--- src/rtl/pacc_pkg.sv ---
package pacc_pkg;
    typedef enum logic [1:0] {
        LD_HOLD       = 2'b00,
        LD_MOD        = 2'b01,
        LD_CAR        = 2'b10,
        LD_CAR_CLRMOD = 2'b11
    } load_e;

    typedef enum logic [1:0] {
        MD_BYPASS = 2'b00,
        MD_PM     = 2'b01,
        MD_FM     = 2'b10,
        MD_CW     = 2'b11
    } mode_e;
endpackage

--- src/rtl/pacc_loadctl.sv ---
module pacc_loadctl #(
    parameter int PW = 32
) (
    input  logic [1:0]    load_i,
    input  logic [PW-1:0] din_i,
    input  logic [PW-1:0] car_q_i,
    input  logic [PW-1:0] mod_q_i,
    output logic [PW-1:0] car_d_o,
    output logic [PW-1:0] mod_d_o
);
    import pacc_pkg::*;

    always_comb begin
        car_d_o = car_q_i;
        mod_d_o = mod_q_i;
        case (load_e'(load_i))
            LD_HOLD: ;
            LD_MOD:  mod_d_o = din_i;
            LD_CAR:  car_d_o = din_i;
            LD_CAR_CLRMOD: begin
                car_d_o = din_i;
                mod_d_o = '0;
            end
            default: ;
        endcase
    end
endmodule

--- src/rtl/pacc_stepper.sv ---
module pacc_stepper #(
    parameter int PW = 32
) (
    input  logic [1:0]    mode_i,
    input  logic [PW-1:0] din_i,
    input  logic [PW-1:0] acc_q_i,
    input  logic [PW-1:0] car_q_i,
    input  logic [PW-1:0] mod_q_i,
    output logic [PW-1:0] acc_d_o,
    output logic [PW-1:0] out_d_o
);
    import pacc_pkg::*;

    localparam int HALF = PW / 2;
    localparam logic [PW-1:0] UPPER_MASK = {{(PW-HALF){1'b1}}, {HALF{1'b0}}};

    logic [PW-1:0] incr;

    always_comb begin
        incr    = car_q_i;
        acc_d_o = acc_q_i;
        out_d_o = acc_q_i;
        case (mode_e'(mode_i))
            MD_BYPASS: acc_d_o = din_i & UPPER_MASK;
            MD_PM: begin
                acc_d_o = acc_q_i + incr;
                out_d_o = acc_q_i + mod_q_i;
            end
            MD_FM: begin
                incr    = car_q_i + mod_q_i;
                acc_d_o = acc_q_i + incr;
            end
            MD_CW:   acc_d_o = acc_q_i + incr;
            default: ;
        endcase
    end
endmodule

--- src/rtl/phase_accum_dual.sv ---
module phase_accum_dual #(
    parameter int PW = 32
) (
    input  logic          clk,
    input  logic          rst,
    input  logic [1:0]    load_i,
    input  logic [1:0]    mode_i,
    input  logic [PW-1:0] phase_in,
    output logic [PW-1:0] phase_o,
    output logic          valid_o
);
    typedef struct packed {
        logic [PW-1:0] car;
        logic [PW-1:0] modw;
        logic [PW-1:0] acc;
        logic [PW-1:0] out;
        logic          acc_vld;
        logic          out_vld;
    } state_t;

    state_t st_d, st_q;
    logic [PW-1:0] car_n, mod_n, acc_n, out_n;

    pacc_loadctl #(.PW(PW)) u_load (
        .load_i  (load_i),
        .din_i   (phase_in),
        .car_q_i (st_q.car),
        .mod_q_i (st_q.modw),
        .car_d_o (car_n),
        .mod_d_o (mod_n)
    );

    pacc_stepper #(.PW(PW)) u_step (
        .mode_i  (mode_i),
        .din_i   (phase_in),
        .acc_q_i (st_q.acc),
        .car_q_i (st_q.car),
        .mod_q_i (st_q.modw),
        .acc_d_o (acc_n),
        .out_d_o (out_n)
    );

    always_comb begin
        st_d         = st_q;
        st_d.car     = car_n;
        st_d.modw    = mod_n;
        st_d.acc     = acc_n;
        st_d.out     = out_n;
        st_d.acc_vld = 1'b1;
        st_d.out_vld = st_q.acc_vld;
        if (rst) begin
            st_d = '0;
        end
    end

    always_ff @(posedge clk) begin
        st_q <= st_d;
    end

    assign phase_o = st_q.out;
    assign valid_o = st_q.out_vld;
endmodule

--- config.mk ---
export PLATFORM = sky130hd
export DESIGN_NAME = phase_accum_dual
export DESIGN_NICKNAME = d
export VERILOG_FILES = /design/src/rtl/pacc_pkg.sv /design/src/rtl/pacc_loadctl.sv /design/src/rtl/pacc_stepper.sv /design/src/rtl/phase_accum_dual.sv
export SDC_FILE = /design/constraint.sdc
export NUM_CORES = 1
export LEC_CHECK = 0
export ABC_AREA = 1
export BUFFER_PORTS_ARGS = -buffer_cell sky130_fd_sc_hd__buf_2
export CELL_PAD_IN_SITES_DETAIL_PLACEMENT = 0
export CELL_PAD_IN_SITES_GLOBAL_PLACEMENT = 1
export CORE_ASPECT_RATIO = 0.7
export CORE_MARGIN = 2
export CORE_UTILIZATION = 45
export CTS_BUF_LIST = sky130_fd_sc_hd__clkbuf_4
export DETAILED_ROUTE_END_ITERATION = 8
export GPL_TIMING_DRIVEN = 0
export PLACE_DENSITY_LB_ADDON = 0.12
export REMOVE_ABC_BUFFERS = 1
export SYNTH_ARGS = -nofsm -noshare
export SYNTH_HDL_FRONTEND = slang
export SYNTH_SLANG_ARGS = --single-unit
export TNS_END_PERCENT = 5
--- constraint.sdc ---
create_clock -name clk -period 3.6 [get_ports clk]
set_clock_uncertainty 0.1 [all_clocks]
set_input_delay 0.36 -clock clk [delete_from_list [all_inputs] [get_ports clk]]
set_output_delay 0.36 -clock clk [all_outputs]
set_load 0.02 [all_outputs]
==> flow_metrics.env, run 1 <==
export IMPL_die_w_um=199
export IMPL_antenna_found_initial=1
export IMPL_hold_class="in2reg"
export IMPL_setup_viol=0
export IMPL_critPathKind="reg2reg"
export IMPL_grt_pass1_wl_mm=63.8
export IMPL_drive_above_1_share=0.0622
export IMPL_crit_fanout=5
export IMPL_io_pins=71
export IMPL_cp_required_ns=4.06
export IMPL_ys_ff_latch=130
export IMPL_synth_avg_cell_area_um2=6.02
export IMPL_dieArea_mm2=0.0280
export IMPL_period_minus_slack_ns=3.40
export IMPL_report_final_slew_viol_count=0
export IMPL_clk_path_buf_depth=2
export IMPL_route_detailed_wl_per_inst_um=17.2
export IMPL_grt_ovfl_total=0
export IMPL_grt_pass1_vias=11255
export IMPL_initialDrtViolationCount=1002
export IMPL_synth_top_cells_by_area="dfxtp_1 22%, nand2_1 18%, ha_1 9.6%"
export IMPL_synth_top_area_frac=0.217
export IMPL_async_flop_share=0
export IMPL_worstMarginPinSlew_ns=1.36
export IMPL_cts_root_buf="clkbuf_4"
export IMPL_yosys_warnings=0
export IMPL_period_share=0.944
export IMPL_coreArea_mm2=0.0265
export IMPL_wl_mm=41.8
export IMPL_cts_tree="yes"
export IMPL_synth_seq_area_share=0.217
export IMPL_final_net_count=2210
export IMPL_clock_latency_ns=0.60
export IMPL_grt_max_degree=90
export IMPL_cts_post_setup_buffers_inserted=0
export IMPL_numPortBuffers=70
export IMPL_layout_common_cells="578 x nand2_1, 288 x inv_1, 269 x nor2_1, 142 x a21oi_1, 142 x nand3_1"
export IMPL_drc=0
export IMPL_vias=12555
export IMPL_gp_congestion=0.947
export IMPL_drtAntennaViolNets=0
export IMPL_layout_commonest_cell="nand2_1"
export IMPL_fmax_ghz=0.294
export IMPL_dp_cells=2359
export IMPL_drv_cap=0
export IMPL_synth_edf_count=0
export IMPL_start_kind="register"
export IMPL_initial_utilization=0.454
export IMPL_grtUsageTotal=0.304
export IMPL_ir_worst_vdd_uv=171
export IMPL_synth_distinct_cells=35
export IMPL_syn2layout_area_growth_pct=8.54
export IMPL_crit_arrival_ns=3.85
export IMPL_cts_clk_slew_worst_paths_ns=0.15
export IMPL_syn_cell_area_mm2=0.0120
export IMPL_status="finished, final reports clean"
export IMPL_rows=50
export IMPL_numCtsBuffers=17
export IMPL_ys_flop_type="dfxtp_1"
export IMPL_leakagePower_nw=7.21
export IMPL_hold_violations=0
export IMPL_viasPerCell=5.18
export IMPL_dr_pass1_iters=5
export IMPL_die_h_um=141
export IMPL_power_density_mw_per_mm2=364
export IMPL_clock_sinks=130
export IMPL_htreeDepth=4
export IMPL_relSlewSlack=0.0937
export IMPL_syn_inst=1997
export IMPL_rsz0062_at_grt="false"
export IMPL_synth_area_leader_cell="dfxtp_1"
export IMPL_layout_cells_non_filler=2424
export IMPL_power_mw=4.75
export IMPL_dp_hpwl_mm=33.1
export IMPL_crit_path_end_kind="register"
## timing repair
action / in CTS / in global routing
hold endpoints to repair: 70 / 0
gates resized for setup: 0 / 1
endpoints found under the setup margin: 0 / 1
hold buffers: 32 / 0
## layer usage
layer,up-vias,track usage,share of wire
met2,428,0.418,0.38
met1,5682,0.487,0.52
met3,36,0.0536,0.087
li1,6409,-,-
met4,0,0.0562,0.013
met5,-,0,0
## power by group
group	leakage [nW]	switching [mW]	internal, mW
registers	1.08	0.193	1.57
clock network	0.143	0.701	0.362
logic	5.99	1.25	0.677
total	7.21	2.14	2.60
## worst max-delay path, cell delays in order (launching register included)
cell	delay, ns
dfxtp_1	0.51
fa_1	0.48
ha_1	0.33
fa_1	0.55
nand3_1	0.12
nand3_1	0.15
nand3_1	0.11
nand3b_1	0.18
nand3_1	0.15
nand2_1	0.06
nand2_1	0.05
nand3_1	0.23
nand3_1	0.19
nand2_1	0.07
inv_1	0.07
## sequential cells by signal, summed over array words and instances (netlist names)
name / cells
valid_o: 1
st_q: 97
phase_o: 32
## synthesized netlist by cell type, types with 5 or more instances
cell      count
buf_2        10
ha_1         92
nand4_1      16
clkbuf_1     30
o21ai_1       6
o21ai_0     119
o211ai_1      5
fa_1         34
nand2_1     578
a21oi_1     142
o21bai_1      6
nand3b_1     14
xor2_1       13
nand2_2       8
nand3_1     142
nor3_1       16
a21o_1        9
or2_2         5
and2_1        5
dfxtp_1     130
o21a_1        5
buf_4        32
inv_1       289
nor2_1      270
## area by class of cell
| type | count | area [um^2] |
|---|---|---|
| Fill cell | 2858 | 13400 |
| Multi-Input combinational cell | 1502 | 7910 |
| Sequential cell | 130 | 2600 |
| Inverter | 292 | 1100 |
| Timing Repair Buffer | 103 | 698 |
| Tap cell | 364 | 455 |
| Clock inverter | 15 | 148 |
| Clock buffer | 17 | 128 |
| Antenna cell | 1 | 2.50 |
## metrics by stage
stage | util | hold slack, ns | TNS, ns | area (um^2) | worst slack, ns
after floorplan | - | 0.288 | 0 | 11600 | 0.948
after global placement | 0.469 | 0.296 | -8.62 | 12400 | -0.817
after detailed placement | 0.470 | 0.299 | 0 | 12400 | 0.198
after CTS | 0.493 | 0.153 | 0 | 13000 | 0.215
after global routing | 0.493 | 0.149 | 0 | 13000 | 0.0371
final | 0.493 | 0.170 | 0 | 13000 | 0.202
## path summary, 6_finish.rpt
kind / end / startpoint / slack, ns / depth (start not counted)
hold / removal: phase_o[2] / mode_i[1] / 0.17 / 3
setup reg to reg: st_q[55] / st_q[67] / 0.20 / 14
setup / recovery: st_q[55] / st_q[67] / 0.20 / 14
hold reg to reg: valid_o / st_q[1] / 0.32 / 2
## cell families (layout without fill, tap and decap cells)
family / after synthesis / after routing / share of synthesized area
compound gates: 295 / 295 / 0.129
other cells: 0 / 1 / 0
flops: 130 / 130 / 0.217
fa+ha+maj: 126 / 126 / 0.152
xor+xnor: 16 / 16 / 0.0117
simple gates: 1065 / 1065 / 0.364
buf+inv: 365 / 427 / 0.126
Power figures use the tool's default switching activity.
==> inputs of run 2 (changes only) <==
--- a/config.mk
+++ b/config.mk
@@ -5,13 +5,12 @@
 export SDC_FILE = /design/constraint.sdc
 export NUM_CORES = 1
 export LEC_CHECK = 0
-export ABC_AREA = 1
 export BUFFER_PORTS_ARGS = -buffer_cell sky130_fd_sc_hd__buf_2
 export CELL_PAD_IN_SITES_DETAIL_PLACEMENT = 0
 export CELL_PAD_IN_SITES_GLOBAL_PLACEMENT = 1
 export CORE_ASPECT_RATIO = 0.7
 export CORE_MARGIN = 2
-export CORE_UTILIZATION = 45
+export CORE_UTILIZATION = 48
 export CTS_BUF_LIST = sky130_fd_sc_hd__clkbuf_4
 export DETAILED_ROUTE_END_ITERATION = 8
 export GPL_TIMING_DRIVEN = 0
==> flow_metrics.env, run 2 <==
export IMPL_io_pins=71
export IMPL_dpl_cell_area_mm2=0.0104
export IMPL_start_kind="register"
export IMPL_synth_seq_area_share=0.257
export IMPL_period_share=0.996
export IMPL_fmax_ghz=0.279
export IMPL_met2WireLength_mm=10.6
export IMPL_setup_viol=0
export IMPL_report_final_slew_viol_count=0
export IMPL_viasPerCell=5.81
export IMPL_critPathKind="reg2reg"
export IMPL_top_layer_used="met4"
export IMPL_ir_worst_vdd_uv=255
export IMPL_yosys_warnings=0
export IMPL_async_flop_share=0
export IMPL_crit_arrival_ns=3.97
export IMPL_drc=0
export IMPL_dr_pass1_iters=6
export IMPL_cts_clk_slew_worst_paths_ns=0.11
export IMPL_gp_congestion=0.868
export IMPL_ys_flop_type="dfxtp_1"
export IMPL_hold_violations=0
export IMPL_grt_max_degree=74
export IMPL_ys_ff_latch=130
export IMPL_worstMarginPinSlew_ns=1.16
export IMPL_worstHoldPathCells=2
export IMPL_numPortBuffers=70
export IMPL_synth_top_area_frac=0.257
export IMPL_power_density_mw_per_mm2=346
export IMPL_dp_hpwl_mm=20.8
export IMPL_drtAntennaViolNets=0
export IMPL_relSlewSlack=0.228
export IMPL_syn_cell_area_mm2=0.0101
export IMPL_leakagePower_nw=5.16
export IMPL_route_detailed_wl_per_inst_um=19.0
export IMPL_status="finished, final reports clean"
export IMPL_fillers=2060
export IMPL_grt_pass1_vias=8220
export IMPL_multiInputGateArea_mm2=0.00709
export IMPL_die_w_um=178
export IMPL_grt_ovfl_total=0
export IMPL_dr_wl_met3_mm=1.97
export IMPL_synth_most_common_cell="a21oi_1"
export IMPL_r2r_cells=12
export IMPL_largest_reg_flops=97
export IMPL_period_minus_slack_ns=3.59
export IMPL_synth_distinct_cells=72
export IMPL_rows=44
export IMPL_initial_utilization=0.490
export IMPL_rsz0062_at_grt="true"
export IMPL_initialDrtViolationCount=703
export IMPL_synth_avg_cell_area_um2=8.53
export IMPL_final_net_count=1387
export IMPL_dp_cells=1446
export IMPL_drive_above_1_share=0.122
export IMPL_htreeDepth=4
export IMPL_syn2layout_area_growth_pct=9.59
export IMPL_design_area_mm2=0.0111
export IMPL_ys_top_cells_by_count="143 x a21oi_1, 130 x dfxtp_1, 93 x nand2_1"
export IMPL_numCtsBuffers=17
export IMPL_antenna_found_initial=1
export IMPL_syn_inst=1188
export IMPL_layout_cells_non_filler=1511
export IMPL_dieArea_mm2=0.0223
export IMPL_cp_required_ns=3.98
export IMPL_hold_class="in2reg"
export IMPL_clock_sinks=130
export IMPL_synth_edf_count=0
export IMPL_crit_path_end_kind="register"
export IMPL_coreArea_mm2=0.0207
export IMPL_wl_mm=28.7
export IMPL_grt_pass1_wl_mm=46.1
export IMPL_wl_met1_mm=15.9
export IMPL_drv_cap=0
export IMPL_crit_fanout=6
export IMPL_die_h_um=126
export IMPL_cts_tree="yes"
export IMPL_layout_common_cells="141 x a21oi_1, 121 x dfxtp_1, 92 x nand2_1, 87 x ha_1, 81 x nor2_1"
export IMPL_grtUsageTotal=0.268
export IMPL_clk_path_buf_depth=2
export IMPL_setup_ws_ns=0.0148
export IMPL_regArea_mm2=0.00262
export IMPL_clock_latency_ns=0.59
export IMPL_cts_root_buf="clkbuf_4"
export IMPL_synth_area_leader_cell="dfxtp_1"
export IMPL_layout_commonest_cell="a21oi_1"
export IMPL_synth_top_cells_by_area="dfxtp_1 26%, ha_1 11%, a21oi_1 7.1%"
export IMPL_holdWs_ns=0.0784
export IMPL_post_place_ws_ns=-0.518
export IMPL_vias=8784
export IMPL_regMostFlops="st_q"
[run 2: power breakdown]
group	switching (mW)	total (mW)	internal (mW)	leakage [nW]
combinational	0.741	1.27	0.531	3.96
sequential	0.118	1.66	1.54	1.07
clock	0.560	0.912	0.351	0.124
[run 2: repair_timing]
action,in CTS,in global routing
hold buffers,32,0
resized for setup,11,21
setup endpoints to repair,11,13
hold endpoints to repair,67,0
pin swaps,3,5
setup buffers,0,2
[run 2: area by class of cell]
cell class	instances	area share
Multi-Input combinational cell	943	0.638
Sequential cell	130	0.236
Timing Repair Buffer	106	0.0664
Tap cell	276	0.0311
Clock buffer	21	0.0142
Inverter	25	0.00845
Clock inverter	8	0.00597
Antenna cell	2	0.000451
[run 2: cells by family after synthesis]
kind of cell / after synthesis / synth area share
AOI/OAI and AO/OA: 363 / 0.235
and+or+nand+nor: 335 / 0.164
DFF: 130 / 0.257
adders and majority gates: 126 / 0.181
buffers and inverters: 115 / 0.0546
xor gates and xnor gates: 79 / 0.0683
muxes: 40 / 0.0399
[run 2: metal layers]
layer | GRT usage | vias to the layer above
met4 | 0.0511 | 0
met2 | 0.338 | 267
li1 | - | 4317
met5 | 0 | -
met1 | 0.451 | 4183
met3 | 0.0554 | 17
[run 2: path summary, 6_finish.rpt]
kind / from / end / slack [ns]
worst min-delay path: rst / st_q[106] / 0.08
worst max register to register: st_q[35] / st_q[65] / 0.01
worst max-delay path: st_q[35] / st_q[65] / 0.01
worst min register to register: st_q[1] / valid_o / 0.36
[run 2: through the flow]
| stage | util | power [mW] | TNS, ns |
|---|---|---|---|
| after detailed placement | 0.504 | 2.89 | -3.27 |
| final | 0.537 | 3.84 | 0 |
| after CTS | 0.533 | 3.84 | -0.0996 |
| after global routing | 0.537 | 4.09 | -0.384 |
| after floorplan | - | 2.51 | 0 |
| after global placement | 0.501 | 2.87 | -24.79 |
[run 2: critical path, stage by stage (launching register included)]
cell      delay (ns)
dfxtp_4         0.40
fa_1            0.49
ha_2            0.21
fa_2            0.42
a211oi_2        0.32
o21a_1          0.24
o31ai_4         0.09
a31oi_4         0.27
o21a_1          0.22
o311a_1         0.24
a21oi_1         0.10
mux2_2          0.28
o32ai_2         0.11
==> inputs of run 3 (changes only) <==
--- a/config.mk
+++ b/config.mk
@@ -6,11 +6,11 @@
 export NUM_CORES = 1
 export LEC_CHECK = 0
 export BUFFER_PORTS_ARGS = -buffer_cell sky130_fd_sc_hd__buf_2
-export CELL_PAD_IN_SITES_DETAIL_PLACEMENT = 0
+export CELL_PAD_IN_SITES_DETAIL_PLACEMENT = 1
 export CELL_PAD_IN_SITES_GLOBAL_PLACEMENT = 1
 export CORE_ASPECT_RATIO = 0.7
 export CORE_MARGIN = 2
-export CORE_UTILIZATION = 48
+export CORE_UTILIZATION = 25
 export CTS_BUF_LIST = sky130_fd_sc_hd__clkbuf_4
 export DETAILED_ROUTE_END_ITERATION = 8
 export GPL_TIMING_DRIVEN = 0
==> flow_metrics.env, run 3 (synthesis results as in run 2) <==
export IMPL_post_place_ws_ns=-0.795
export IMPL_finish_utilization=0.295
export IMPL_crit_fanout=5
export IMPL_violations="negative setup slack"
export IMPL_pwr_share_comb=0.328
export IMPL_power_density_mw_per_mm2=349
export IMPL_hold_class="in2reg"
export IMPL_p_int_mw=2.52
export IMPL_ir_worst_vdd_uv=189
export IMPL_setup_viol=1
export IMPL_cts_clk_slew_worst_paths_ns=0.13
export IMPL_route_detailed_wl_per_inst_um=20.1
export IMPL_p_switching_mw=1.58
export IMPL_dieArea_mm2=0.0422
export IMPL_report_final_slew_viol_count=0
export IMPL_path_buf_inv=0
export IMPL_clk_path_buf_depth=2
export IMPL_wl_mm=35.8
export IMPL_die_h_um=172
export IMPL_antenna_found_initial=2
export IMPL_initial_utilization=0.254
export IMPL_gp_congestion=0.842
export IMPL_layout_cells_non_filler=1782
export IMPL_numPortBuffers=70
export IMPL_rsz0062_at_grt="true"
export IMPL_drive_above_1_share=0.151
export IMPL_cp_required_ns=4.02
export IMPL_rows=61
export IMPL_status="finished with violations"
export IMPL_reg2reg_setup_slack_ns=-0.001
export IMPL_regMostFlops="st_q"
export IMPL_grt_ovfl_total=0
export IMPL_fillers=4663
export IMPL_relSlewSlack=0.158
export IMPL_crit_arrival_ns=4.02
export IMPL_die_w_um=245
export IMPL_grtUsageTotal=0.175
export IMPL_layout_commonest_cell="a21oi_1"
export IMPL_dp_hpwl_mm=27.2
export IMPL_coreArea_mm2=0.0398
export IMPL_grt_pass1_wl_mm=55.2
export IMPL_crit_family="compound AO/OA/AOI/OAI gates"
export IMPL_slowest_delay_ns=0.59
export IMPL_period_minus_slack_ns=3.60
export IMPL_period_share=1.00
export IMPL_critPathKind="reg2reg"
export IMPL_initialDrtViolationCount=519
export IMPL_hold_violations=0
export IMPL_drc=0
export IMPL_clkPwrFrac=0.263
export IMPL_fmax_ghz=0.278
export IMPL_io_pins=71
export IMPL_start_kind="register"
export IMPL_crit_path_end_kind="register"
export IMPL_tns_ns=-0.000999
export IMPL_htreeDepth=4
export IMPL_layout_common_cells="141 x a21oi_1, 105 x dfxtp_1, 92 x nand2_1, 87 x ha_1, 81 x nor2_1"
export IMPL_clock_latency_ns=0.61
export IMPL_pwr_share_seq=0.408
export IMPL_p_sw_frac=0.386
export IMPL_drtAntennaViolNets=0
export IMPL_drv_cap=0
export IMPL_vias=8748
export IMPL_leakagePower_nw=5.29
export IMPL_dp_cells=1708
export IMPL_grt_pass1_vias=8832
export IMPL_crit_slowest_cell="fa_1"
export IMPL_cts_root_buf="clkbuf_4"
export IMPL_cts_tree="yes"
export IMPL_clock_sinks=130
export IMPL_worstMarginPinSlew_ns=1.26
export IMPL_path_cells="fa_1 > ha_4 > fa_2 > a211oi_4 > o21a_1 > o31ai_4 > a31oi_4 > o21a_4 > o311a_4 > a21oi_4 > mux2_4 > o32ai_2"
export IMPL_power_mw=4.10
export IMPL_final_net_count=1397
export IMPL_grt_max_degree=71
export IMPL_largest_reg_flops=97
export IMPL_viasPerCell=4.91
export IMPL_syn2layout_area_growth_pct=15.9
export IMPL_numCtsBuffers=17
export IMPL_setup_ws_ns=-0.000999
export IMPL_dr_pass1_iters=5
run 3: final cells by class:
cell class | instances | area [um^2] | area share
diodes | 1 | 2.50 | 0.000213
clock inverters | 14 | 140 | 0.0119
multi-input cells | 943 | 7180 | 0.611
well taps | 535 | 669 | 0.0570
flip-flops and latches | 130 | 2640 | 0.225
clock buffers | 18 | 135 | 0.0115
repair buffers | 116 | 885 | 0.0753
inverters | 25 | 93.8 | 0.00799
run 3: stage by stage:
step	instance area, um^2	hold WS, ns
after floorplan	9680	0.314
after global placement	10700	0.323
after detailed placement	10900	0.328
after CTS	11600	0.0490
after global routing	11700	0.0767
final	11700	0.0721
run 3: layer usage:
layer | routed length (um) | GRT usage | vias up
li1 | - | - | 4338
met1 | 20900 | 0.288 | 4277
met2 | 13300 | 0.230 | 118
met3 | 1350 | 0.0264 | 15
met4 | 263 | 0.0353 | 0
met5 | 0 | 0 | -
run 3: power groups by stage:
stage	Combinational, mW	Clock [mW]	Sequential (mW)
finish	1.34	1.08	1.67
global route	1.50	1.19	1.69
CTS	1.32	1.14	1.67
detailed placement	1.27	0	1.70
global placement	1.25	0	1.71
floorplan	0.826	0	1.69
run 3: final timing paths:
path | start | end | cells past startpoint
setup / recovery | st_q[99] | st_q[65] | 12
hold / removal | rst | st_q[105] | 2
setup reg to reg | st_q[99] | st_q[65] | 12
hold reg to reg | st_q[1] | valid_o | 1
run 3: what timing repair did:
item                                   4_1_cts  5_1_grt
buffers inserted                             4        5
hold buffers                                32        0
endpoints found under the hold margin       71        0
setup endpoints to repair                   13       14
pin swaps                                    7       20
resized for setup                           33       32
